## config.mk

```make
export PLATFORM = sky130hd
export DESIGN_NAME = octal_dac_regbank
export DESIGN_NICKNAME = d
export VERILOG_FILES = /design/src/rtl/dac_bank_pkg.sv /design/src/rtl/ctrl_sync.sv /design/src/rtl/chan_regs.sv /design/src/rtl/octal_dac_regbank.sv
export SDC_FILE = /design/constraint.sdc
export NUM_CORES = 1
export LEC_CHECK = 0
export ABC_AREA = 1
export CORE_MARGIN = 8
export CORE_UTILIZATION = 46
export CTS_CLUSTER_SIZE = 25
export DETAILED_ROUTE_END_ITERATION = 12
export DONT_BUFFER_PORTS = 1
export PLACE_DENSITY_LB_ADDON = 0.3
export SLEW_MARGIN = 20
export SYNTH_ARGS = -nofsm -noshare
export SYNTH_HDL_FRONTEND = slang
export SYNTH_SLANG_ARGS = --single-unit
```

## constraint.sdc

```tcl
create_clock -name clk -period 2.9 [get_ports clk]
set_input_delay 0.435 -clock clk [delete_from_list [all_inputs] [get_ports clk]]
set_output_delay 0.435 -clock clk [all_outputs]
set_load 0.05 [all_outputs]
```

## src/rtl/dac_bank_pkg.sv

```systemverilog
package dac_bank_pkg;
  // Active-low control strobes, kept together so they share one synchronizer path
  typedef struct packed {
    logic sel_n;
    logic wr_n;
    logic load_n;
    logic clr_n;
  } strobes_t;

  localparam strobes_t STROBES_IDLE = '{sel_n: 1'b1, wr_n: 1'b1, load_n: 1'b1, clr_n: 1'b1};
endpackage

```

## src/rtl/ctrl_sync.sv

```systemverilog
module ctrl_sync
  import dac_bank_pkg::*;
#(
  parameter int CODE_W = 13,
  parameter int ADDR_W = 3,
  parameter int STAGES = 2
) (
  input  logic              clk,
  input  logic              rst_n,
  input  strobes_t          strb_i,
  input  logic [CODE_W-1:0] data_i,
  input  logic [ADDR_W-1:0] addr_i,
  output strobes_t          strb_o,
  output logic [CODE_W-1:0] data_o,
  output logic [ADDR_W-1:0] addr_o
);
  strobes_t          strb_q [STAGES];
  logic [CODE_W-1:0] data_q [STAGES];
  logic [ADDR_W-1:0] addr_q [STAGES];

  // Strobes are synchronized; bus and address ride an equal-length delay line
  for (genvar s = 0; s < STAGES; s++) begin : g_stage
    strobes_t          strb_d;
    logic [CODE_W-1:0] data_d;
    logic [ADDR_W-1:0] addr_d;
    if (s == 0) begin : g_first
      assign strb_d = strb_i;
      assign data_d = data_i;
      assign addr_d = addr_i;
    end else begin : g_next
      assign strb_d = strb_q[s-1];
      assign data_d = data_q[s-1];
      assign addr_d = addr_q[s-1];
    end
    always_ff @(posedge clk) begin
      if (!rst_n) begin
        strb_q[s] <= STROBES_IDLE;
        data_q[s] <= '0;
        addr_q[s] <= '0;
      end else begin
        strb_q[s] <= strb_d;
        data_q[s] <= data_d;
        addr_q[s] <= addr_d;
      end
    end
  end

  assign strb_o = strb_q[STAGES-1];
  assign data_o = data_q[STAGES-1];
  assign addr_o = addr_q[STAGES-1];

  // a strobe change takes exactly STAGES edges (checked for the default depth of 2)
  p_sync_delay_r7: assert property (@(posedge clk) disable iff (!rst_n)
    (STAGES != 2) || ($past(rst_n) == 1'b0) || (strb_o == $past(strb_i, 2)));
endmodule

```

## src/rtl/chan_regs.sv

```systemverilog
module chan_regs #(
  parameter int CODE_W = 13
) (
  input  logic              clk,
  input  logic              rst_n,
  input  logic              wr_en,
  input  logic              load_en,
  input  logic [CODE_W-1:0] data,
  output logic [CODE_W-1:0] code
);
  localparam logic [CODE_W-1:0] MID = CODE_W'(1) << (CODE_W - 1);

  logic [CODE_W-1:0] in_q;
  logic [CODE_W-1:0] dac_q;
  logic [CODE_W-1:0] in_next;

  // The DAC stage sees the input stage's new value in the same cycle, which gives flow-through
  assign in_next = wr_en ? data : in_q;

  always_ff @(posedge clk) begin
    if (!rst_n) begin
      in_q  <= MID;
      dac_q <= MID;
    end else begin
      if (wr_en)   in_q  <= data;
      if (load_en) dac_q <= in_next;
    end
  end

  assign code = dac_q;

  // without a write enable the input register keeps its contents
  p_in_hold_r3: assert property (@(posedge clk) disable iff (!rst_n)
    !wr_en |=> $stable(in_q));
  // the DAC register is frozen while load is inactive
  p_dac_hold_r4: assert property (@(posedge clk) disable iff (!rst_n)
    !load_en |=> $stable(dac_q));
  // a load with no concurrent write copies the input register
  p_dac_follow_r4: assert property (@(posedge clk) disable iff (!rst_n)
    (load_en && !wr_en) |=> (dac_q == in_q));
  // reset lands both stages on mid-scale
  p_reset_mid_r8: assert property (@(posedge clk)
    !rst_n |=> (in_q == MID && dac_q == MID));
endmodule

```

## src/rtl/octal_dac_regbank.sv

```systemverilog
module octal_dac_regbank
  import dac_bank_pkg::*;
#(
  parameter int CH_COUNT    = 8,
  parameter int CODE_W      = 13,
  parameter int SYNC_STAGES = 2,
  parameter int ADDR_W      = $clog2(CH_COUNT)
) (
  input  logic                         clk,
  input  logic                         rst_n,
  input  logic [CODE_W-1:0]            bus_data,
  input  logic [ADDR_W-1:0]            bus_addr,
  input  logic                         sel_n,
  input  logic                         wr_n,
  input  logic                         load_n,
  input  logic                         clr_n,
  output logic [CH_COUNT*CODE_W-1:0]   dac_code,
  output logic [CH_COUNT-1:0]          gnd_force
);
  strobes_t          strb_raw;
  strobes_t          strb_s;
  logic [CODE_W-1:0] data_s;
  logic [ADDR_W-1:0] addr_s;
  logic [CH_COUNT-1:0] wr_en;
  logic              load_en;
  logic              clr_act_q;

  assign strb_raw = '{sel_n: sel_n, wr_n: wr_n, load_n: load_n, clr_n: clr_n};

  ctrl_sync #(.CODE_W(CODE_W), .ADDR_W(ADDR_W), .STAGES(SYNC_STAGES)) u_sync (
    .clk    (clk),
    .rst_n  (rst_n),
    .strb_i (strb_raw),
    .data_i (bus_data),
    .addr_i (bus_addr),
    .strb_o (strb_s),
    .data_o (data_s),
    .addr_o (addr_s)
  );

  assign load_en = !strb_s.load_n;

  for (genvar c = 0; c < CH_COUNT; c++) begin : g_chan
    assign wr_en[c] = !strb_s.sel_n && !strb_s.wr_n && (addr_s == ADDR_W'(c));
    chan_regs #(.CODE_W(CODE_W)) u_chan (
      .clk     (clk),
      .rst_n   (rst_n),
      .wr_en   (wr_en[c]),
      .load_en (load_en),
      .data    (data_s),
      .code    (dac_code[c*CODE_W +: CODE_W])
    );
  end

  // The clear overlay is registered so that it shares the latency of the codes
  always_ff @(posedge clk) begin
    if (!rst_n) clr_act_q <= 1'b0;
    else        clr_act_q <= !strb_s.clr_n;
  end
  assign gnd_force = {CH_COUNT{clr_act_q}};

  // at most one input register is opened per cycle
  p_one_target_r2: assert property (@(posedge clk) disable iff (!rst_n)
    $onehot0(wr_en));
  // an active clear raises every flag on the next edge
  p_clear_flag_r6: assert property (@(posedge clk) disable iff (!rst_n)
    !strb_s.clr_n |=> (gnd_force == {CH_COUNT{1'b1}}));
  // the clear alone never moves a stored code
  p_clear_keeps_codes_r6: assert property (@(posedge clk) disable iff (!rst_n)
    (!strb_s.clr_n && !load_en) |=> $stable(dac_code));
  // reset drops the clear flags
  p_reset_flag_r8: assert property (@(posedge clk)
    !rst_n |=> (gnd_force == '0));
endmodule

```

==> impl_metrics.tcl, run 1 <==
set metrics [dict create \
    n_antenna_cell 0 \
    irDropWorstVdd_v 0.000445 \
    final_nets 1253 \
    globalRoute.totalOverflow 0 \
    cts_resized 0 \
    cts-buffers-inserted 27 \
    timing.critical_path.arrival_ps 2670 \
    dp_cells 1457 \
    timing.final.setup_violations 0 \
    route.detailed.vias_per_inst 5.10 \
    rsz0062_at_grt "false" \
    die_height_um 159 \
    number_of_port_buffers 0 \
    cts_buffer_depth 3 \
    synthesis.area_per_instance_um2 7.40 \
    rows 52 \
    antenna_violating_nets_post_route 0 \
    floorplan.die.width_um 159 \
    slew_viol_final 0 \
    period_minus_slack_ps 2240 \
    root_buffer "sky130_fd_sc_hd__clkbuf_16" \
    ys_types 16 \
    critPathRequiredTime_ps 3330 \
    slew_hr_pct 26.3 \
    area_growth_syn_to_layout_pct 12.0 \
    power_density_nw_per_um2 742 \
    clock.fmax_ghz 0.447 \
    cts-htree-levels 1 \
    timing.critical_path.fanout_max 26 \
    hpwl_um 14300 \
    number_of_optimization_iterations_in_the_first_detailed_route_pass 5 \
    die_area_um2 25400 \
    avgRoutedWirePerCell_um 15.7 \
    fin_worst_skew_ps 13.9 \
    cellLeakagePower_nw 4.79 \
    synth.net_count 1300 \
    final_min_period_over_clock_period_pct 77.2 \
    vias 7759 \
    grt.total_usage_pct 18.0 \
    worstSetupEndpointType "register" \
    routed_wl_um 23800 \
    finish.utilization_pct 52.3 \
    clock_insertion_delay_worst_skew_ps 530 \
    post_synth_instance_area_um2 9450 \
    clkTransAtPathRegs_ps 60 \
    final_hold_viol_count 0 \
    ys_warn_count 0 \
    actual_slew_at_the_worst_max_slew_pin_ps 1110 \
    gp_congestion 0.730 \
    io-pin-count 134 \
    post_layout_nonfiller_instances 1521 \
    grt_start_max_net_pins 93 \
    start_util_pct 46.7 \
    placed_area_um2 9470 \
    outcome "completed" \
    initial_antenna_violation_count 0 \
    synth-seq-area-share_pct 52.7 \
    grt_first_pass_wirelength_um 37900 \
    clock_tree_from_tritoncts "yes" \
    post_route_cells_drive_above_1_share_pct 6.08 \
    drv_cap 0 \
    post-route-cell-area_um2 10600 \
    timing_worst_setup_path_type "register to register" \
    setup.worst_path.start_class "register" \
    grt_pass1_vias 6940 \
    detail_route.drc_violations 0 \
    fin_tns_setup_ps 0 \
    clock_sink_count 249 \
    core_area_um2 20200 \
    hp-class "primary input to register" \
    dr.first_iter.drc_count 683 \
    syn_inst 1278 \
    postSynthRegisterBits 249 \
]
## through the flow
| stage | power (mW) | hold slack (ps) | worst slack, ps |
|---|---|---|---|
| after global routing | 8.13 | 7.12 | 372 |
| final | 7.85 | 15.5 | 661 |
| after CTS | 7.94 | 0.000944 | 652 |
| after floorplan | 4.18 | 368 | 1480 |
| after detailed placement | 4.28 | 363 | 675 |
| after global placement | 4.27 | 369 | 746 |
## cell families (layout without fill, tap and decap cells)
kind of cell    after synthesis  count (layout)  share of synthesized area [%]
buf+inv                     249             222                           10.8
compound gates              108             108                           5.72
flops                       249             249                           52.7
simple gates                672             672                           30.8
## cells in the final DEF (no fill, tap or decap)
| cell type | instances |
|---|---|
| sky130_fd_sc_hd__clkbuf_8 | 5 |
| sky130_fd_sc_hd__inv_2 | 1 |
| sky130_fd_sc_hd__clkinvlp_4 | 1 |
| sky130_fd_sc_hd__nor2_2 | 3 |
| sky130_fd_sc_hd__a21oi_1 | 104 |
| sky130_fd_sc_hd__nor2_1 | 195 |
| sky130_fd_sc_hd__bufinv_16 | 5 |
| sky130_fd_sc_hd__inv_1 | 139 |
| sky130_fd_sc_hd__dfxtp_1 | 248 |
| sky130_fd_sc_hd__or2_2 | 8 |
| sky130_fd_sc_hd__nand4_1 | 78 |
| sky130_fd_sc_hd__dlygate4sd3_1 | 14 |
| sky130_fd_sc_hd__buf_4 | 14 |
| sky130_fd_sc_hd__inv_6 | 3 |
| sky130_fd_sc_hd__o21ai_0 | 4 |
| sky130_fd_sc_hd__buf_12 | 3 |
| sky130_fd_sc_hd__clkbuf_16 | 27 |
| sky130_fd_sc_hd__nor2_4 | 1 |
| sky130_fd_sc_hd__nand3_1 | 132 |
| sky130_fd_sc_hd__clkinv_2 | 4 |
| sky130_fd_sc_hd__clkbuf_1 | 6 |
| sky130_fd_sc_hd__nand2_1 | 255 |
| sky130_fd_sc_hd__dfxtp_4 | 1 |
## Yosys cell counts, drive strengths merged
cell	n	area share, %
nand4	78	5.2
nand3	132	7.0
o21ai	4	0.21
nand2	255	10
inv	142	5.6
nor2	199	8.0
a21oi	104	5.5
clkbuf	56	2.4
dfxtp	249	53
or2	8	0.53
buf	51	2.7
## what timing repair did
| item | in CTS | in global routing |
|---|---|---|
| hold buffers | 15 | 0 |
| hold endpoints to repair | 35 | 0 |
| buffers inserted | 0 | 0 |
## layout make-up
type	instances	area, µm²
repair buffers	31	305
clock inverters	11	186
inverters	142	543
well taps	270	338
fillers	1948	9650
clock buffers	38	767
multi-input cells	780	3460
flip-flops and latches	249	4990
## where the power goes
group	leakage [nW]	total, mW	internal, mW	switching [mW]
logic	2.30	0.344	0.120	0.225
registers	2.03	3.88	3.52	0.358
clock network	0.467	3.63	2.28	1.35
## sequential cells by signal (all words and copies together), names as in the netlist
name and count:
g_chan.u_chan.code 104, g_chan.u_chan.in_q 104, u_sync.data_q 26, u_sync.strb_q 8
u_sync.addr_q 6, clr_act_q 1
## layer usage
| metal | up-vias | GRT usage, % | routed length, µm | part of all wire (%) |
|---|---|---|---|---|
| li1 | 3951 | - | - | - |
| met1 | 3519 | 24.8 | 10600 | 45 |
| met2 | 243 | 27.7 | 10700 | 45 |
| met3 | 46 | 4.58 | 1950 | 8.2 |
| met4 | 0 | 4.72 | 593 | 2.5 |
| met5 | - | 0 | 0 | 0 |
## worst max-delay path: stages, from the launching register on
cell and delay, ps:
sky130_fd_sc_hd__dfxtp_1 690, sky130_fd_sc_hd__inv_2 350, sky130_fd_sc_hd__nor2_1 200, sky130_fd_sc_hd__buf_4 210
sky130_fd_sc_hd__nand2_1 310, sky130_fd_sc_hd__nand2_1 190, sky130_fd_sc_hd__nand3_1 80, sky130_fd_sc_hd__nand2_1 70
sky130_fd_sc_hd__inv_1 30
## path summary, 6_finish.rpt
| kind | start | end | slack (ps) | cells after the start |
|---|---|---|---|---|
| hold / removal | rst_n | u_sync.data_q[0][5] | 20 | 2 |
| setup / recovery | u_sync.addr_q[1][2] | g_chan[7].u_chan.code[0] | 660 | 8 |
| setup reg to reg | u_sync.addr_q[1][2] | g_chan[7].u_chan.code[0] | 660 | 8 |
| hold reg to reg | u_sync.strb_q[1][0] | clr_act_q | 380 | 1 |
(Power assumes the default switching activity.)
==> run 2: changes to the inputs <==
==> constraint.sdc (replaced) <==
create_clock -name clk -period 2.3 [get_ports clk]
set_input_delay 0.345 -clock clk [delete_from_list [all_inputs] [get_ports clk]]
set_output_delay 0.345 -clock clk [all_outputs]
set_load 0.05 [all_outputs]
==> impl_metrics.tcl, run 2 (synthesized netlist as in run 1, its figures left out) <==
set metrics [dict create \
    outcome "completed" \
    grt_pass1_vias 7053 \
    rsz0062_at_grt "false" \
    die_area_um2 25400 \
    timing.critical_path.fanout_max 23 \
    number_of_optimization_iterations_in_the_first_detailed_route_pass 5 \
    slew_viol_final 0 \
    area_growth_syn_to_layout_pct 12.3 \
    cts-buffers-inserted 26 \
    critPathRequiredTime_ps 2710 \
    start_util_pct 46.7 \
    globalRoute.totalOverflow 0 \
    place_ws_ps 406 \
    irDropWorstVdd_v 0.000544 \
    clock_tree_from_tritoncts "yes" \
    final_min_period_over_clock_period_pct 82.3 \
    grt_first_pass_wirelength_um 38200 \
    cts-htree-levels 1 \
    actual_slew_at_the_worst_max_slew_pin_ps 732 \
    layout_commonest_cell "sky130_fd_sc_hd__nand2_1" \
    finish.utilization_pct 52.5 \
    drv_cap 0 \
    post_route_cells_drive_above_1_share_pct 6.41 \
    final_hold_viol_count 0 \
    initial_antenna_violation_count 0 \
    routed_wl_um 24000 \
    cts_buffer_depth 3 \
    setup.worst_path.start_class "register" \
    period_minus_slack_ps 1890 \
    timing.final.setup_violations 0 \
    power_density_nw_per_um2 882 \
    number_of_post_cts_setup_repair_buffers 0 \
    avgRoutedWirePerCell_um 15.6 \
    gp_congestion 0.742 \
    core_area_um2 20200 \
    num-fill-cells 1906 \
    slew_hr_pct 51.1 \
    setup_ws_ps 408 \
    n_antenna_cell 0 \
    cellLeakagePower_nw 4.81 \
    fin_tns_setup_ps 0 \
    dr.first_iter.drc_count 593 \
    io-pin-count 134 \
    area.sequential_um2 4990 \
    layout.cells.most_common_list "255 x sky130_fd_sc_hd__nand2_1, 248 x sky130_fd_sc_hd__dfxtp_1, 195 x sky130_fd_sc_hd__nor2_1, 139 x sky130_fd_sc_hd__inv_1, 132 x sky130_fd_sc_hd__nand3_1" \
    number_of_port_buffers 0 \
    clock_insertion_delay_worst_skew_ps 510 \
    route.detailed.vias_per_inst 5.07 \
    hp-class "primary input to register" \
    fin_worst_skew_ps 9.51 \
    grt.total_usage_pct 18.2 \
    die_height_um 159 \
    rows 52 \
    final_nets 1268 \
    detail_route.drc_violations 0 \
    clkTransAtPathRegs_ps 60 \
    cts_resized 0 \
    clock_sink_count 249 \
    hpwl_um 14500 \
    clock.fmax_ghz 0.529 \
    floorplan.die.width_um 159 \
    ctsHoldBuffers 21 \
    hold_slack_ps 93.7 \
    timing.critical_path.arrival_ps 2300 \
    grt_start_max_net_pins 71 \
    multiInputGateArea_um2 3460 \
    vias 7770 \
    worstSetupEndpointType "register" \
    timing_worst_setup_path_type "register to register" \
    antenna_violating_nets_post_route 0 \
    root_buffer "sky130_fd_sc_hd__clkbuf_16" \
]
[run 2: cell count changes in the layout (fill, tap and decap cells not counted), sizes merged]
cell,previous run,this run
bufinv,5,1
buf,17,27
inv,143,142
clkinv,4,5
dlygate4sd3,14,20
clkbuf,38,39
[run 2: critical path, stage by stage, from the launching register on]
cell	delay, ps
sky130_fd_sc_hd__dfxtp_1	320
sky130_fd_sc_hd__nor2_4	460
sky130_fd_sc_hd__nand3_1	550
sky130_fd_sc_hd__nand2_1	220
sky130_fd_sc_hd__nand3_1	100
sky130_fd_sc_hd__nand2_1	90
sky130_fd_sc_hd__inv_1	40
[run 2: final cells by class]
type / instances / share of cell area, %
flip-flops and latches: 249 / 47.0
multi-input cells: 780 / 32.6
clock buffers: 39 / 7.17
inverters: 142 / 5.11
repair buffers: 47 / 4.38
well taps: 270 / 3.18
clock inverters: 7 / 0.589
[run 2: final timing paths]
path / from / to / cells after the start / slack, ps
hold / removal: rst_n / g_chan[6].u_chan.in_q[12] / 2 / 90
hold reg to reg: u_sync.strb_q[1][0] / clr_act_q / 1 / 380
setup reg to reg: u_sync.strb_q[1][2] / g_chan[6].u_chan.code[5] / 6 / 410
setup / recovery: u_sync.strb_q[1][2] / g_chan[6].u_chan.code[5] / 6 / 410
[run 2: where the power goes]
part | internal (mW) | switching [mW] | leakage [nW] | total, mW
clock | 2.38 | 1.63 | 0.405 | 4.01
sequential | 4.44 | 0.438 | 2.03 | 4.88
combinational | 0.168 | 0.305 | 2.38 | 0.473
[run 2: routing by layer]
metal	GRT usage (%)	wire [µm]
met5	0	0
met4	4.46	440
met3	5.22	2120
met2	28.7	10900
met1	24.0	10500
[run 2: per-stage QoR]
stage | power [mW] | cells | area, µm²
after floorplan | 5.27 | 1278 | 9450
after global placement | 5.40 | 1467 | 9570
after detailed placement | 5.41 | 1467 | 9570
after CTS | 9.47 | 1534 | 10600
after global routing | 9.72 | 1534 | 10600
final | 9.36 | 1534 | 10600
